--- src/rtl/f2i_pkg.sv ---
`timescale 1ns/1ps
package f2i_pkg;
  localparam int EXP_W    = 8;
  localparam int MAN_W    = 23;
  localparam int OUT_W    = 64;
  localparam int NARROW_W = 32;
  localparam int FLAG_W   = 4;

  localparam int FLAG_NX = 0;
  localparam int FLAG_UF = 1;
  localparam int FLAG_OF = 2;
  localparam int FLAG_NV = 3;

  typedef enum logic [1:0] {
    OP_TRUNC = 2'd0,
    OP_NEAR  = 2'd1,
    OP_FLOOR = 2'd2,
    OP_CEIL  = 2'd3
  } rnd_op_e;
endpackage

--- src/rtl/f2i_align.sv ---
`timescale 1ns/1ps
// Splits the operand into integer magnitude, round bit and sticky bit.
module f2i_align #(
  parameter int EXP_W = 8,
  parameter int MAN_W = 23,
  parameter int OUT_W = 64
) (
  input  logic [EXP_W+MAN_W:0] operand_i,
  output logic                 sign_o,
  output logic                 special_o,
  output logic                 huge_o,
  output logic [OUT_W-1:0]     int_o,
  output logic                 rnd_o,
  output logic                 sticky_o
);
  localparam int SIG_W = MAN_W + 1;
  localparam int BIAS  = (1 << (EXP_W - 1)) - 1;

  logic [EXP_W-1:0]   exp_f;
  logic [MAN_W-1:0]   man_f;
  logic [SIG_W-1:0]   sig;
  logic [2*SIG_W-1:0] wide;
  int                 unb;

  assign sign_o    = operand_i[EXP_W+MAN_W];
  assign exp_f     = operand_i[MAN_W +: EXP_W];
  assign man_f     = operand_i[MAN_W-1:0];
  assign sig       = {1'b1, man_f};
  assign special_o = &exp_f;
  assign unb       = int'(exp_f) - BIAS;

  always_comb begin
    int_o    = '0;
    rnd_o    = 1'b0;
    sticky_o = 1'b0;
    huge_o   = 1'b0;
    wide     = '0;
    if (special_o) begin
      int_o = '0;
    end else if (exp_f == '0) begin
      sticky_o = |man_f;  // subnormal: far below one half
    end else if (unb < -1) begin
      sticky_o = 1'b1;
    end else if (unb == -1) begin
      rnd_o    = 1'b1;
      sticky_o = |man_f;
    end else if (unb <= MAN_W) begin
      wide     = {sig, {SIG_W{1'b0}}} >> (MAN_W - unb);
      int_o    = OUT_W'(wide[2*SIG_W-1:SIG_W]);
      rnd_o    = wide[SIG_W-1];
      sticky_o = |wide[SIG_W-2:0];
    end else if (unb < OUT_W) begin
      int_o = OUT_W'(sig) << (unb - MAN_W);
    end else begin
      huge_o = 1'b1;
    end
  end
endmodule

--- src/rtl/f2i_round.sv ---
`timescale 1ns/1ps
// Applies the rounding increment, range check per width and sentinel substitution.
module f2i_round
  import f2i_pkg::*;
#(
  parameter int OUT_W    = 64,
  parameter int NARROW_W = 32
) (
  input  rnd_op_e           op_i,
  input  logic              long_i,
  input  logic              sign_i,
  input  logic              special_i,
  input  logic              huge_i,
  input  logic [OUT_W-1:0]  int_i,
  input  logic              rnd_i,
  input  logic              sticky_i,
  output logic [OUT_W-1:0]  value_o,
  output logic [FLAG_W-1:0] flags_o
);
  localparam int LANES = 2;

  logic             inc, frac_nz;
  logic [OUT_W:0]   mag;
  logic [OUT_W-1:0] neg;
  logic [LANES-1:0] lane_ovf;
  logic [OUT_W-1:0] lane_val  [LANES];
  logic [OUT_W-1:0] lane_sent [LANES];
  logic             ovf, inv;

  assign frac_nz = rnd_i | sticky_i;

  always_comb begin
    unique case (op_i)
      OP_TRUNC: inc = 1'b0;
      OP_NEAR:  inc = rnd_i & (sticky_i | int_i[0]);
      OP_FLOOR: inc = sign_i & frac_nz;
      OP_CEIL:  inc = ~sign_i & frac_nz;
      default:  inc = 1'b0;
    endcase
  end

  assign mag = {1'b0, int_i} + {{OUT_W{1'b0}}, inc};
  assign neg = sign_i ? (~mag[OUT_W-1:0] + 1'b1) : mag[OUT_W-1:0];

  for (genvar g = 0; g < LANES; g++) begin : g_lane
    localparam int LW = (g == 0) ? NARROW_W : OUT_W;
    logic [OUT_W:0] lim;
    // negative side reaches one further than positive side
    assign lim = ({{OUT_W{1'b0}}, 1'b1} << (LW - 1)) - {{OUT_W{1'b0}}, ~sign_i};
    assign lane_ovf[g]  = huge_i | (mag > lim);
    assign lane_sent[g] = OUT_W'({1'b0, {(LW-1){1'b1}}});
    if (LW < OUT_W) begin : g_ext
      assign lane_val[g] = {{(OUT_W-LW){neg[LW-1]}}, neg[LW-1:0]};
    end else begin : g_full
      assign lane_val[g] = neg;
    end
  end

  assign ovf = ~special_i & lane_ovf[long_i];
  assign inv = special_i | ovf;

  always_comb begin
    flags_o          = '0;
    flags_o[FLAG_NV] = inv;
    flags_o[FLAG_OF] = ovf;
    flags_o[FLAG_UF] = 1'b0;  // a nonzero integer is never below the smallest normal
    flags_o[FLAG_NX] = ~special_i & ~huge_i & ~ovf & frac_nz;
  end

  assign value_o = inv ? lane_sent[long_i] : lane_val[long_i];
endmodule

--- src/rtl/f2i_conv.sv ---
`timescale 1ns/1ps
module f2i_conv
  import f2i_pkg::*;
#(
  parameter int EXP_W_P    = EXP_W,
  parameter int MAN_W_P    = MAN_W,
  parameter int OUT_W_P    = OUT_W,
  parameter int NARROW_W_P = NARROW_W
) (
  input  logic                     clk_i,
  input  logic                     rst_ni,
  input  logic                     valid_i,
  input  logic [EXP_W_P+MAN_W_P:0] operand_i,
  input  logic [1:0]               op_i,
  input  logic                     long_i,
  input  logic                     flag_we_i,
  input  logic [FLAG_W-1:0]        flag_wdata_i,
  output logic                     valid_o,
  output logic [OUT_W_P-1:0]       result_o,
  output logic [FLAG_W-1:0]        flags_o
);
  logic               sign, special, huge, rnd, sticky;
  logic [OUT_W_P-1:0] int_mag, value;
  logic [FLAG_W-1:0]  new_fl;
  logic               valid_q;
  logic [OUT_W_P-1:0] result_q;
  logic [FLAG_W-1:0]  flags_q;

  f2i_align #(.EXP_W(EXP_W_P), .MAN_W(MAN_W_P), .OUT_W(OUT_W_P)) u_align (
    .operand_i (operand_i),
    .sign_o    (sign),
    .special_o (special),
    .huge_o    (huge),
    .int_o     (int_mag),
    .rnd_o     (rnd),
    .sticky_o  (sticky)
  );

  f2i_round #(.OUT_W(OUT_W_P), .NARROW_W(NARROW_W_P)) u_round (
    .op_i      (rnd_op_e'(op_i)),
    .long_i    (long_i),
    .sign_i    (sign),
    .special_i (special),
    .huge_i    (huge),
    .int_i     (int_mag),
    .rnd_i     (rnd),
    .sticky_i  (sticky),
    .value_o   (value),
    .flags_o   (new_fl)
  );

  always_ff @(posedge clk_i or negedge rst_ni) begin
    if (!rst_ni) begin
      valid_q  <= 1'b0;
      result_q <= '0;
      flags_q  <= '0;
    end else begin
      valid_q <= valid_i;
      if (valid_i) result_q <= value;
      if (flag_we_i || valid_i)
        flags_q <= (flag_we_i ? flag_wdata_i : flags_q) | (valid_i ? new_fl : '0);
    end
  end

  assign valid_o  = valid_q;
  assign result_o = result_q;
  assign flags_o  = flags_q;

  p_valid_pulse_r1: assert property (@(posedge clk_i) disable iff (!rst_ni)
    valid_i |=> valid_o);
  p_valid_idle_r1: assert property (@(posedge clk_i) disable iff (!rst_ni)
    !valid_i |=> !valid_o);
  p_special_r5: assert property (@(posedge clk_i) disable iff (!rst_ni)
    valid_i && (&operand_i[MAN_W_P +: EXP_W_P]) |=> flags_o[FLAG_NV] &&
    result_o == ($past(long_i) ? {1'b0, {(OUT_W_P-1){1'b1}}}
                               : OUT_W_P'({1'b0, {(NARROW_W_P-1){1'b1}}})));
  p_ovf_inv_r6: assert property (@(posedge clk_i) disable iff (!rst_ni)
    valid_i && new_fl[FLAG_OF] |=> flags_o[FLAG_OF] && flags_o[FLAG_NV]);
  p_no_unf_r8: assert property (@(posedge clk_i) disable iff (!rst_ni)
    !flag_we_i |=> flags_o[FLAG_UF] == $past(flags_o[FLAG_UF]));
  p_sticky_r9: assert property (@(posedge clk_i) disable iff (!rst_ni)
    !flag_we_i |=> (flags_o | $past(flags_o)) == flags_o);
  p_hold_r12: assert property (@(posedge clk_i) disable iff (!rst_ni)
    !valid_i |=> $stable(result_o));
endmodule

--- config.mk ---
export PLATFORM = sky130hd
export DESIGN_NAME = f2i_conv
export DESIGN_NICKNAME = d
export VERILOG_FILES = /design/src/rtl/f2i_pkg.sv /design/src/rtl/f2i_align.sv /design/src/rtl/f2i_round.sv /design/src/rtl/f2i_conv.sv
export SDC_FILE = /design/constraint.sdc
export NUM_CORES = 1
export LEC_CHECK = 0
export BUFFER_PORTS_ARGS = -buffer_cell sky130_fd_sc_hd__buf_2
export CORE_ASPECT_RATIO = 0.75
export CORE_MARGIN = 5
export CORE_UTILIZATION = 59
export CTS_CLUSTER_DIAMETER = 80
export CTS_CLUSTER_SIZE = 16
export DETAILED_ROUTE_END_ITERATION = 12
export PLACE_DENSITY = 0.78
export SYNTH_ARGS = -nofsm -noshare
export SYNTH_HDL_FRONTEND = slang
export SYNTH_SLANG_ARGS = --single-unit
--- constraint.sdc ---
create_clock -name clk_i -period 1.7 [get_ports clk_i]
set_clock_uncertainty 0.15 [all_clocks]
set_input_delay 0 -clock clk_i [delete_from_list [all_inputs] [get_ports clk_i]]
set_output_delay 0 -clock clk_i [all_outputs]
set_load 0.05 [all_outputs]
==> results.json, run 1 <==
{
  "yosys.area.top_type_share": 0.118,
  "grt-ovfl-total": 349,
  "tool.error": "[ERROR GRT-0116] Global routing finished with congestion. Check the congestion regions in the DRC Viewer.",
  "die_w_um": 192,
  "syn_inst": 1896,
  "grt_pass1_vias": 28600,
  "io_buffer_count": 111,
  "failing_step": "global routing",
  "yosysSeqAreaShare": 0.118,
  "outcome": "stopped before the end",
  "cts_root_buf": "clkbuf_16",
  "placed_cells": 2945,
  "cts_sinks": 69,
  "cts-buffers-inserted": 9,
  "synth.distinct_cells": 111,
  "rows": 50,
  "die_h_um": 147,
  "synth_area_leaders": "dfrtp_1, ha_1, mux4_2",
  "io_pins": 112,
  "syn_area_sq_um": 14700,
  "synth_top_area_cell": "dfrtp_1",
  "grt_pass1_wl_um": 185000,
  "yosys_warnings": 0,
  "routabilityCongestion": 1.26,
  "placed_cell_area_sq_um": 20900,
  "grt_util_all_layers": 0.852,
  "ctsLongestPathBuffers": 2,
  "synth-seq-cells": 69,
  "ys.flop_type": "dfrtp_1",
  "synth-edff-count": 0,
  "grt_max_degree": 73,
  "place_hpwl_um": 60800,
  "initial_core_util": 0.594,
  "ctsHtreeMaxLevel": 3,
  "async_flop_share": 1.00,
  "syn_avg_cell_area_sq_um": 7.74,
  "synth_fp_nets": 2029
}
-- Yosys cell counts (all sizes together) (8+ instances only) --
cell type  number
o211ai         24
nand3b          8
a22oi          11
nand2         147
or3            31
a21boi         10
ha             90
a21o           29
and3           21
dfrtp          69
nor2          132
o31ai          32
nand4          59
nor3           67
xnor2          66
a21oi          87
inv            63
a31oi          24
o21ai         107
buf            59
mux4           38
a2111oi         9
nand4b         10
a211oi         25
o41ai          13
a311oi          9
o221ai         25
clkbuf         85
and2           24
mux2i          74
mux2           30
xor2           44
nand2b         19
nor4           50
o2111ai        11
nand3          80
nor2b          13
o32ai           8
or4            13
o21a           15
o22ai          10
or2            19
o22a           35
-- repair_timing --
action,4_1_cts
gates cloned,3
setup buffers,22
pin swaps,34
resized for setup,87
endpoints found under the setup margin,67
endpoints found under the hold margin,73
hold buffers,10
-- per-stage QoR --
| stage | TNS (ns) | setup WS (ns) |
|---|---|---|
| floorplan | -458.83 | -6.99 |
| global placement | -463.82 | -7.02 |
| detailed placement | -497.00 | -7.53 |
| CTS | -456.59 | -7.03 |
-- kinds of logic after synthesis --
group,Yosys count,synth area share
adders and majority gates,91,0.0774
DFF,69,0.118
and+or+nand+nor,727,0.269
AOI/OAI and AO/OA,548,0.271
muxes,142,0.132
xor gates and xnor gates,110,0.0708
buffers and inverters,209,0.0627
-- routing by layer --
| layer | overflow | GRT usage |
|---|---|---|
| met1 | 47 | 0.850 |
| met5 | 0 | 0.626 |
| met4 | 107 | 0.801 |
| met3 | 44 | 0.799 |
| met2 | 151 | 0.941 |
==> run 2, diff against run 1 <==
--- a/config.mk
+++ b/config.mk
@@ -6,13 +6,10 @@
 export NUM_CORES = 1
 export LEC_CHECK = 0
 export BUFFER_PORTS_ARGS = -buffer_cell sky130_fd_sc_hd__buf_2
-export CORE_ASPECT_RATIO = 0.75
 export CORE_MARGIN = 5
-export CORE_UTILIZATION = 59
-export CTS_CLUSTER_DIAMETER = 80
-export CTS_CLUSTER_SIZE = 16
+export CORE_UTILIZATION = 40
 export DETAILED_ROUTE_END_ITERATION = 12
-export PLACE_DENSITY = 0.78
+export PLACE_DENSITY_LB_ADDON = 0.15
 export SYNTH_ARGS = -nofsm -noshare
 export SYNTH_HDL_FRONTEND = slang
 export SYNTH_SLANG_ARGS = --single-unit
==> results.json, run 2 <==
{
  "critPathMaxStageDelay_ns": 0.39,
  "cts_root_buf": "clkbuf_16",
  "holdPathStages": 3,
  "endpoint_kind": "flop",
  "ys.flop_type": "dfrtp_1",
  "outcome": "finished, violations left",
  "r2r_end": "flags_o[1]$_DFFE_PN0P_",
  "synth_top_area_cell": "dfrtp_1",
  "avgRoutedWirePerCell_um": 23.9,
  "n_antenna_cell": 0,
  "crit_path_start_kind": "primary input",
  "maxCapViolCount": 0,
  "synth.distinct_cells": 111,
  "synth_fp_nets": 2029,
  "max_freq_mhz": 117,
  "core_sq_um": 36400,
  "timing.reg2reg.setup_slack_ns": 0.24,
  "ir_drop_v": 0.000535,
  "top_layer_used": "met4",
  "finalSetupViolations": 67,
  "drt-met1-wl_um": 30400,
  "syn_area_sq_um": 14700,
  "stdcell_area_sq_um": 22800,
  "ant_nets": 0,
  "slew_headroom": 0.177,
  "grt_pass1_vias": 19400,
  "reg2reg_depth": 2,
  "hold_path.class": "primary input to flop",
  "route.detailed.drc": 0,
  "yosysSeqAreaShare": 0.118,
  "io_buffer_count": 111,
  "synth_area_leaders": "dfrtp_1, ha_1, mux4_2",
  "power_density_nw_per_um2": 522,
  "die_w_um": 202,
  "grt_max_degree": 67,
  "final_max_slew_viol_count": 0,
  "place_hpwl_um": 63000,
  "hold_end": "result_o[13]$_DFFE_PN0P_",
  "grt_antenna_before_repair": 0,
  "final_cell_mix": "buf_4, nand2_1, nor2_1",
  "grt_setup_unrepaired": "true",
  "synth-edff-count": 0,
  "routabilityCongestion": 1.06,
  "dr.pass1.iters": 6,
  "setup_slack_ns": -6.86,
  "slowest_stage": "or3_1",
  "grt_util_all_layers": 0.357,
  "ctsHtreeMaxLevel": 3,
  "period_share": 5.03,
  "cts-buffers-inserted": 9,
  "rows": 70,
  "hp-start": "valid_i",
  "grt-ovfl-total": 0,
  "clk_pin_slew_ns": 0.05,
  "yosysMostFrequentCell": "nand2_1",
  "grt_pass1_wl_um": 115000,
  "ctsLongestPathBuffers": 2,
  "violations": "negative setup slack",
  "max_slew.worst_pin.slew_ns": 1.22,
  "yosys_warnings": 0,
  "final_hold_viol_count": 0,
  "fillCellCount": 3271,
  "yosys.area.top_type_share": 0.118,
  "die_area_sq_um": 40600,
  "cellLeakagePower_nw": 10.6,
  "largest_reg_flops": 64,
  "syn_inst": 1896,
  "routed-wl-met3_um": 4320,
  "critPathKind": "primary input to flop",
  "drtIter0Drc": 1415,
  "placed_cell_area_sq_um": 21500,
  "area_delta_synth_final_pct": 55.2,
  "synth.top_cells.by_count": "nand2_1, nor2_1, o21ai_0",
  "crit_path_max_fanout": 6,
  "initial_core_util": 0.403,
  "die_h_um": 202,
  "syn_avg_cell_area_sq_um": 7.74,
  "cp_data_required_time_ns": 1.77,
  "layout_commonest_cell": "buf_4",
  "cts_sinks": 69,
  "nets": 2866,
  "vias": 19600,
  "vias_per_cell": 6.12,
  "synth-seq-cells": 69,
  "cp.arrival_ns": 8.62,
  "drive_gt1_frac": 0.442,
  "async_flop_share": 1.00,
  "routed-wl-met2_um": 36400,
  "r2r_start": "flags_o[1]$_DFFE_PN0P_",
  "wl_um": 76500,
  "finalCriticalPeriod_ns": 8.56,
  "tns_ns": -450.21,
  "cts_tree": "built",
  "io_pins": 112,
  "clk_latency_ns": 0.33
}
==> run 2: power breakdown <==
part	total, mW	internal (mW)	switching (mW)
sequential	2.04	1.90	0.141
clock	1.72	1.06	0.663
combinational	8.13	3.37	4.76
total	11.9	6.32	5.56
==> run 2: worst max path at each step <==
| stage | startpoint | end | cells after the start |
|---|---|---|---|
| global placement | operand_i[24] | result_o[51]$_DFFE_PN0P_ | 50 |
| detailed placement | operand_i[24] | result_o[37]$_DFFE_PN0P_ | 45 |
| floorplan | operand_i[24] | result_o[32]$_DFFE_PN0P_ | 49 |
| finish | operand_i[24] | result_o[39]$_DFFE_PN0P_ | 48 |
| global route | operand_i[24] | result_o[36]$_DFFE_PN0P_ | 47 |
| CTS | operand_i[24] | result_o[56]$_DFFE_PN0P_ | 47 |
==> run 2: per-stage QoR <==
| stage | hold WS, ns | utilization | total power [mW] | cells | worst slack [ns] |
|---|---|---|---|---|---|
| finish | 0.0210 | 0.625 | 11.9 | 3206 | -6.86 |
| global route | 0.0271 | 0.625 | 12.4 | 3206 | -7.23 |
| CTS | 0.00409 | 0.618 | 11.7 | 3199 | -6.67 |
| detailed placement | -0.270 | 0.590 | 9.74 | 3138 | -7.23 |
| global placement | -0.273 | 0.590 | 9.67 | 3138 | -6.98 |
| floorplan | -0.446 | - | 6.23 | 1896 | -6.99 |
==> run 2: timing repair <==
item / 4_1_cts / 5_1_grt
setup buffers: 36 / 8
hold buffers: 11 / 0
pin swaps: 39 / 51
endpoints found under the hold margin: 74 / 0
resized for setup: 75 / 34
cloned: 2 / 1
setup endpoints to repair: 67 / 67
==> run 2: logic make-up after synthesis <==
logic type / count (synthesis) / synth area share
flops: 69 / 0.118
mux: 142 / 0.132
xor+xnor: 110 / 0.0708
compound gates: 548 / 0.271
buf+inv: 209 / 0.0627
fa+ha+maj: 91 / 0.0774
simple gates: 727 / 0.269
==> run 2: area by class of cell <==
type / count / area (sq um) / share of cell area
multi-input cells: 1618 / 12700 / 0.559
repair buffers: 970 / 7210 / 0.317
flip-flops and latches: 69 / 1730 / 0.0758
well taps: 468 / 586 / 0.0257
clock buffers: 12 / 256 / 0.0113
inverters: 65 / 249 / 0.0109
clock inverters: 4 / 22.5 / 0.000989
==> run 2: routing by layer <==
layer  vias to the layer above  global-route usage
li1                       9032                   -
met1                      9409               0.430
met2                       918               0.618
met3                       249              0.0338
met4                         0               0.210
met5                         -                   0
==> run 2: critical path, delay by kind of cell <==
kind                       cells  cell delay, ns
and+or+nand+nor               19            3.29
buffers and inverters          8            1.10
AOI/OAI and AO/OA             13            2.29
muxes                          1            0.29
adders and majority gates      6            1.44
xor gates and xnor gates       1            0.23
(Power assumes the default switching activity.)
==> run 3, diff against run 2 <==
--- a/config.mk
+++ b/config.mk
@@ -7,7 +7,8 @@
 export LEC_CHECK = 0
 export BUFFER_PORTS_ARGS = -buffer_cell sky130_fd_sc_hd__buf_2
 export CORE_MARGIN = 5
-export CORE_UTILIZATION = 40
+export CORE_UTILIZATION = 38
+export CTS_BUF_LIST = sky130_fd_sc_hd__clkbuf_8
 export DETAILED_ROUTE_END_ITERATION = 12
 export PLACE_DENSITY_LB_ADDON = 0.15
 export SYNTH_ARGS = -nofsm -noshare
==> results.json, run 3 (synthesis results as in run 2) <==
{
  "outcome": "finished, violations left",
  "violations": "negative setup slack",
  "final_cell_mix": "buf_4, nand2_1, nor2_1",
  "place_hpwl_um": 61400,
  "endpoint_kind": "flop",
  "placed_cell_area_sq_um": 21600,
  "slowest_stage": "a2111o_1",
  "setup_slack_ns": -6.82,
  "fin_util": 0.594,
  "ir_drop_v": 0.000327,
  "reg2reg_depth": 2,
  "routabilityCongestion": 1.07,
  "finalSetupViolations": 67,
  "route.detailed.drc": 0,
  "power_mw": 11.4,
  "drtIter0Drc": 1607,
  "holdWs_ns": 0.0265,
  "rows": 72,
  "grt_util_all_layers": 0.338,
  "crit_top_cell": "nand4_1",
  "area_delta_synth_final_pct": 55.7,
  "final_max_slew_viol_count": 0,
  "clk_latency_ns": 0.36,
  "critPathMaxStageDelay_ns": 0.42,
  "avgRoutedWirePerCell_um": 23.0,
  "hold_path.class": "primary input to asynchronous set/reset pin",
  "core_sq_um": 38500,
  "wl_um": 74900,
  "critPathKind": "primary input to flop",
  "fillCellCount": 3575,
  "ctsLongestPathBuffers": 2,
  "cts-buffers-inserted": 9,
  "die_h_um": 207,
  "period_share": 5.01,
  "ctsHtreeMaxLevel": 3,
  "die_area_sq_um": 42700,
  "r2r_end": "flags_o[1]$_DFFE_PN0P_",
  "grt_pass1_vias": 19400,
  "cellLeakagePower_nw": 10.6,
  "cts_sinks": 69,
  "n_antenna_cell": 0,
  "maxCapViolCount": 0,
  "io_buffer_count": 111,
  "clk_pin_slew_ns": 0.08,
  "worstSetupEndpoint": "result_o[38]$_DFFE_PN0P_",
  "ant_nets": 0,
  "final_hold_viol_count": 0,
  "crit_path_max_fanout": 6,
  "vias_per_cell": 5.99,
  "stdcell_area_sq_um": 22900,
  "die_w_um": 207,
  "grt_pass1_wl_um": 113000,
  "cts_tree": "built",
  "io_pins": 112,
  "finalCriticalPeriod_ns": 8.52,
  "cts_root_buf": "clkbuf_8",
  "nets": 2872,
  "initial_core_util": 0.382,
  "grt_antenna_before_repair": 0,
  "slew_headroom": 0.162,
  "max_slew.worst_pin.slew_ns": 1.24,
  "power_density_nw_per_um2": 497,
  "largest_reg_flops": 64,
  "vias": 19500,
  "grt_max_degree": 73,
  "critPathLaunch": "operand_i[24]",
  "cp_data_required_time_ns": 1.83,
  "layout_commonest_cell": "buf_4",
  "cp.arrival_ns": 8.65,
  "drive_gt1_frac": 0.442,
  "grt_setup_unrepaired": "true",
  "timing.reg2reg.setup_slack_ns": 0.24,
  "r2r_start": "flags_o[1]$_DFFE_PN0P_",
  "max_freq_mhz": 117,
  "dr.pass1.iters": 7,
  "grt-ovfl-total": 0,
  "crit_path_start_kind": "primary input"
}
-- run 3: cell types whose count changed in the layout (fill, tap and decap cells not counted), moves of 4 or more --
cell	delta
clkbuf_8	+9
buf_12	+6
clkbuf_16	-8
ha_4	-4
ha_1	+5
o221ai_2	+4
-- run 3: worst max-delay path, delay by kind of cell --
kind / cells / cell delay [ns]
compound gates: 14 / 2.51
xor+xnor: 1 / 0.21
fa+ha+maj: 6 / 1.43
buf+inv: 7 / 0.98
mux: 1 / 0.26
simple gates: 18 / 3.28
-- run 3: worst min path at each step --
stage / from / slack (ns) / depth (start not counted) / to
after global routing: rst_ni / 0.08 / 3 / result_o[37]$_DFFE_PN0P_
final: rst_ni / 0.03 / 3 / result_o[53]$_DFFE_PN0P_
after CTS: valid_i / 0.006 / 4 / result_o[42]$_DFFE_PN0P_
after detailed placement: rst_ni / -0.10 / 2 / result_o[57]$_DFFE_PN0P_
after floorplan: rst_ni / -0.45 / 0 / flags_o[0]$_DFFE_PN0N_
after global placement: rst_ni / -0.11 / 2 / result_o[59]$_DFFE_PN0P_
-- run 3: area by class of cell --
cell class | instances | area, sq um | share of cell area
clock inverters | 5 | 27.5 | 0.00120
multi-input cells | 1618 | 12600 | 0.553
repair buffers | 976 | 7420 | 0.325
inverters | 65 | 249 | 0.0109
clock buffers | 11 | 151 | 0.00662
flip-flops and latches | 69 | 1730 | 0.0755
well taps | 518 | 648 | 0.0284
-- run 3: timing repair --
action | in CTS | in global routing
endpoints found under the setup margin | 67 | 67
pin swaps | 37 | 42
endpoints found under the hold margin | 78 | 0
resized for setup | 67 | 43
setup buffers | 33 | 11
cloned | 5 | 2
hold buffers | 12 | 0
-- run 3: stage by stage --
stage	setup TNS (ns)	setup WS (ns)	std cells
6_report	-450.69	-6.82	3262
5_1_grt	-475.77	-7.19	3262
4_1_cts	-437.66	-6.67	3250
3_5_place_dp	-493.26	-7.48	3185
3_3_place_gp	-474.96	-7.17	3185
2_1_floorplan	-458.83	-6.99	1896
-- run 3: report_power, final --
part           switching (mW)  leakage, nW  internal (mW)
registers               0.146        0.813           1.89
logic                    4.68         9.69           3.40
clock network           0.637       0.0939          0.596
-- run 3: layer usage --
metal,track usage,part of all wire,up-vias
met5,0,0,-
met4,0.220,0.077,0
met3,0.0301,0.061,272
met2,0.572,0.47,910
met1,0.411,0.39,9326
li1,-,-,9040
==> run 4, diff against run 3 <==
--- a/config.mk
+++ b/config.mk
@@ -11,6 +11,7 @@
 export CTS_BUF_LIST = sky130_fd_sc_hd__clkbuf_8
 export DETAILED_ROUTE_END_ITERATION = 12
 export PLACE_DENSITY_LB_ADDON = 0.15
+export SLEW_MARGIN = 10
 export SYNTH_ARGS = -nofsm -noshare
 export SYNTH_HDL_FRONTEND = slang
 export SYNTH_SLANG_ARGS = --single-unit
==> constraint.sdc (replaced) <==
create_clock -name clk_i -period 1.7 [get_ports clk_i]
set_clock_uncertainty 0.15 [all_clocks]
set_input_delay 0.17 -clock clk_i [delete_from_list [all_inputs] [get_ports clk_i]]
set_output_delay 0.17 -clock clk_i [all_outputs]
set_load 0.05 [all_outputs]
==> results.json, run 4 (synthesis results as in run 2) <==
{
  "crit_path_start_kind": "primary input",
  "route.detailed.drc": 0,
  "holdPathStages": 4,
  "crit_path_max_fanout": 6,
  "ctsLongestPathBuffers": 2,
  "n_antenna_cell": 0,
  "nets": 2846,
  "avgRoutedWirePerCell_um": 23.7,
  "die_w_um": 207,
  "io_pins": 112,
  "dr.pass1.iters": 7,
  "period_share": 5.16,
  "final_cell_mix": "buf_4, nand2_1, nor2_1",
  "vias_per_cell": 5.95,
  "core_sq_um": 38500,
  "cts-buffers-inserted": 9,
  "grt-ovfl-total": 0,
  "setup_slack_ns": -7.07,
  "critPathMaxStageDelay_ns": 0.58,
  "r2r_end": "flags_o[1]$_DFFE_PN0P_",
  "max_slew.worst_pin.slew_ns": 1.12,
  "slew_headroom": 0.244,
  "grt_max_degree": 73,
  "finalSetupViolations": 67,
  "critPathKind": "primary input to flop",
  "r2r_start": "flags_o[1]$_DFFE_PN0P_",
  "maxCapViolCount": 0,
  "io_buffer_count": 111,
  "initial_core_util": 0.382,
  "ant_nets": 0,
  "outcome": "finished, violations left",
  "drtIter0Drc": 1396,
  "clk_pin_slew_ns": 0.07,
  "endpoint_kind": "flop",
  "finalCriticalPeriod_ns": 8.77,
  "grt_antenna_before_repair": 0,
  "grt_pass1_vias": 19200,
  "largest_reg_flops": 64,
  "rows": 72,
  "cts_tree": "built",
  "routabilityCongestion": 1.02,
  "grt_pass1_wl_um": 116000,
  "wl_um": 76800,
  "hold_path.class": "primary input to flop",
  "hold_end": "flags_o[3]$_DFFE_PN0N_",
  "drive_gt1_frac": 0.441,
  "cp_data_required_time_ns": 1.80,
  "violations": "negative setup slack",
  "final_max_slew_viol_count": 0,
  "place_hpwl_um": 64300,
  "ctsHtreeMaxLevel": 3,
  "layout_commonest_cell": "buf_4",
  "vias": 19300,
  "hp-start": "valid_i",
  "cts_sinks": 69,
  "power_density_nw_per_um2": 505,
  "final_hold_viol_count": 0,
  "timing.reg2reg.setup_slack_ns": 0.26,
  "cts_root_buf": "clkbuf_8",
  "final_cell_count_no_fill": 3236,
  "ir_drop_v": 0.000401,
  "die_h_um": 207,
  "placed_cell_area_sq_um": 21500,
  "area_delta_synth_final_pct": 54.8,
  "slowest_stage": "or4_4",
  "cp.arrival_ns": 8.87,
  "placed_cells": 3166,
  "cellLeakagePower_nw": 10.5,
  "stdcell_area_sq_um": 22700,
  "die_area_sq_um": 42700,
  "grt_util_all_layers": 0.350,
  "grt_setup_unrepaired": "true",
  "max_freq_mhz": 114,
  "clk_latency_ns": 0.34,
  "reg2reg_depth": 2
}
## run 4: cell count changes in the layout (fill, tap and decap cells not counted), sizes merged
| cell | delta |
|---|---|
| buf | -22 |
| inv | -1 |
| clkbuf | -3 |
| dlygate4sd3 | -3 |
| clkinv | +2 |
| bufinv | +1 |
## run 4: layout make-up
cell class / instances / area, sq um
timing repair buffer: 950 / 7200
sequential: 69 / 1730
inverter: 65 / 249
clock buffer: 9 / 124
tap: 518 / 648
clock inverter: 7 / 67.6
fill: 3623 / 15800
multi-input combinational: 1618 / 12700
## run 4: metal layers
layer,wire length [um],GRT usage,up-vias
met3,3930,0.0267,224
met1,30600,0.422,9252
met5,0,0,-
met2,36400,0.599,776
met4,5820,0.228,0
li1,-,-,9010
## run 4: worst max path at each step
stage	depth (start not counted)	end	from	slack, ns
6_report	44	result_o[36]$_DFFE_PN0P_	operand_i[24]	-7.07
5_1_grt	51	result_o[36]$_DFFE_PN0P_	operand_i[24]	-7.49
4_1_cts	46	result_o[36]$_DFFE_PN0P_	operand_i[24]	-6.91
3_5_place_dp	46	result_o[41]$_DFFE_PN0P_	operand_i[23]	-7.68
3_3_place_gp	46	result_o[54]$_DFFE_PN0P_	operand_i[24]	-7.38
2_1_floorplan	49	result_o[32]$_DFFE_PN0P_	operand_i[24]	-7.16
## run 4: report_power, final
part	total, mW	switching [mW]	internal [mW]	leakage [nW]
Clock	1.28	0.613	0.668	0.0964
Combinational	8.15	4.73	3.43	9.59
Sequential	2.04	0.150	1.89	0.813
## run 4: metrics by stage
step	utilization	setup slack (ns)	hold WS, ns	setup TNS [ns]	total power [mW]
after floorplan	-	-7.16	-0.276	-470.22	6.23
after global placement	0.558	-7.38	-0.0279	-488.24	9.73
after detailed placement	0.558	-7.68	-0.0234	-506.03	9.79
after CTS	0.583	-6.91	0.109	-455.35	11.3
after global routing	0.590	-7.49	0.108	-492.43	12.0
final	0.590	-7.07	0.103	-462.52	11.5
## run 4: repair_timing
action                                  CTS  global route
hold buffers                              9             0
endpoints found under the setup margin   67            67
endpoints found under the hold margin    73             0
setup buffers                            31            13
cloned                                    5             1
pin swaps                                18            45
gates resized for setup                  64            44
## run 4: worst max-delay path, delay by kind of cell
kind	cells	cell delay, ns
multiplexers	1	0.27
AO/OA/AOI/OAI	15	2.99
adder cells (fa/ha/maj)	5	1.35
XOR/XNOR	1	0.13
AND/OR/NAND/NOR	15	3.03
buffers and inverters	7	0.92
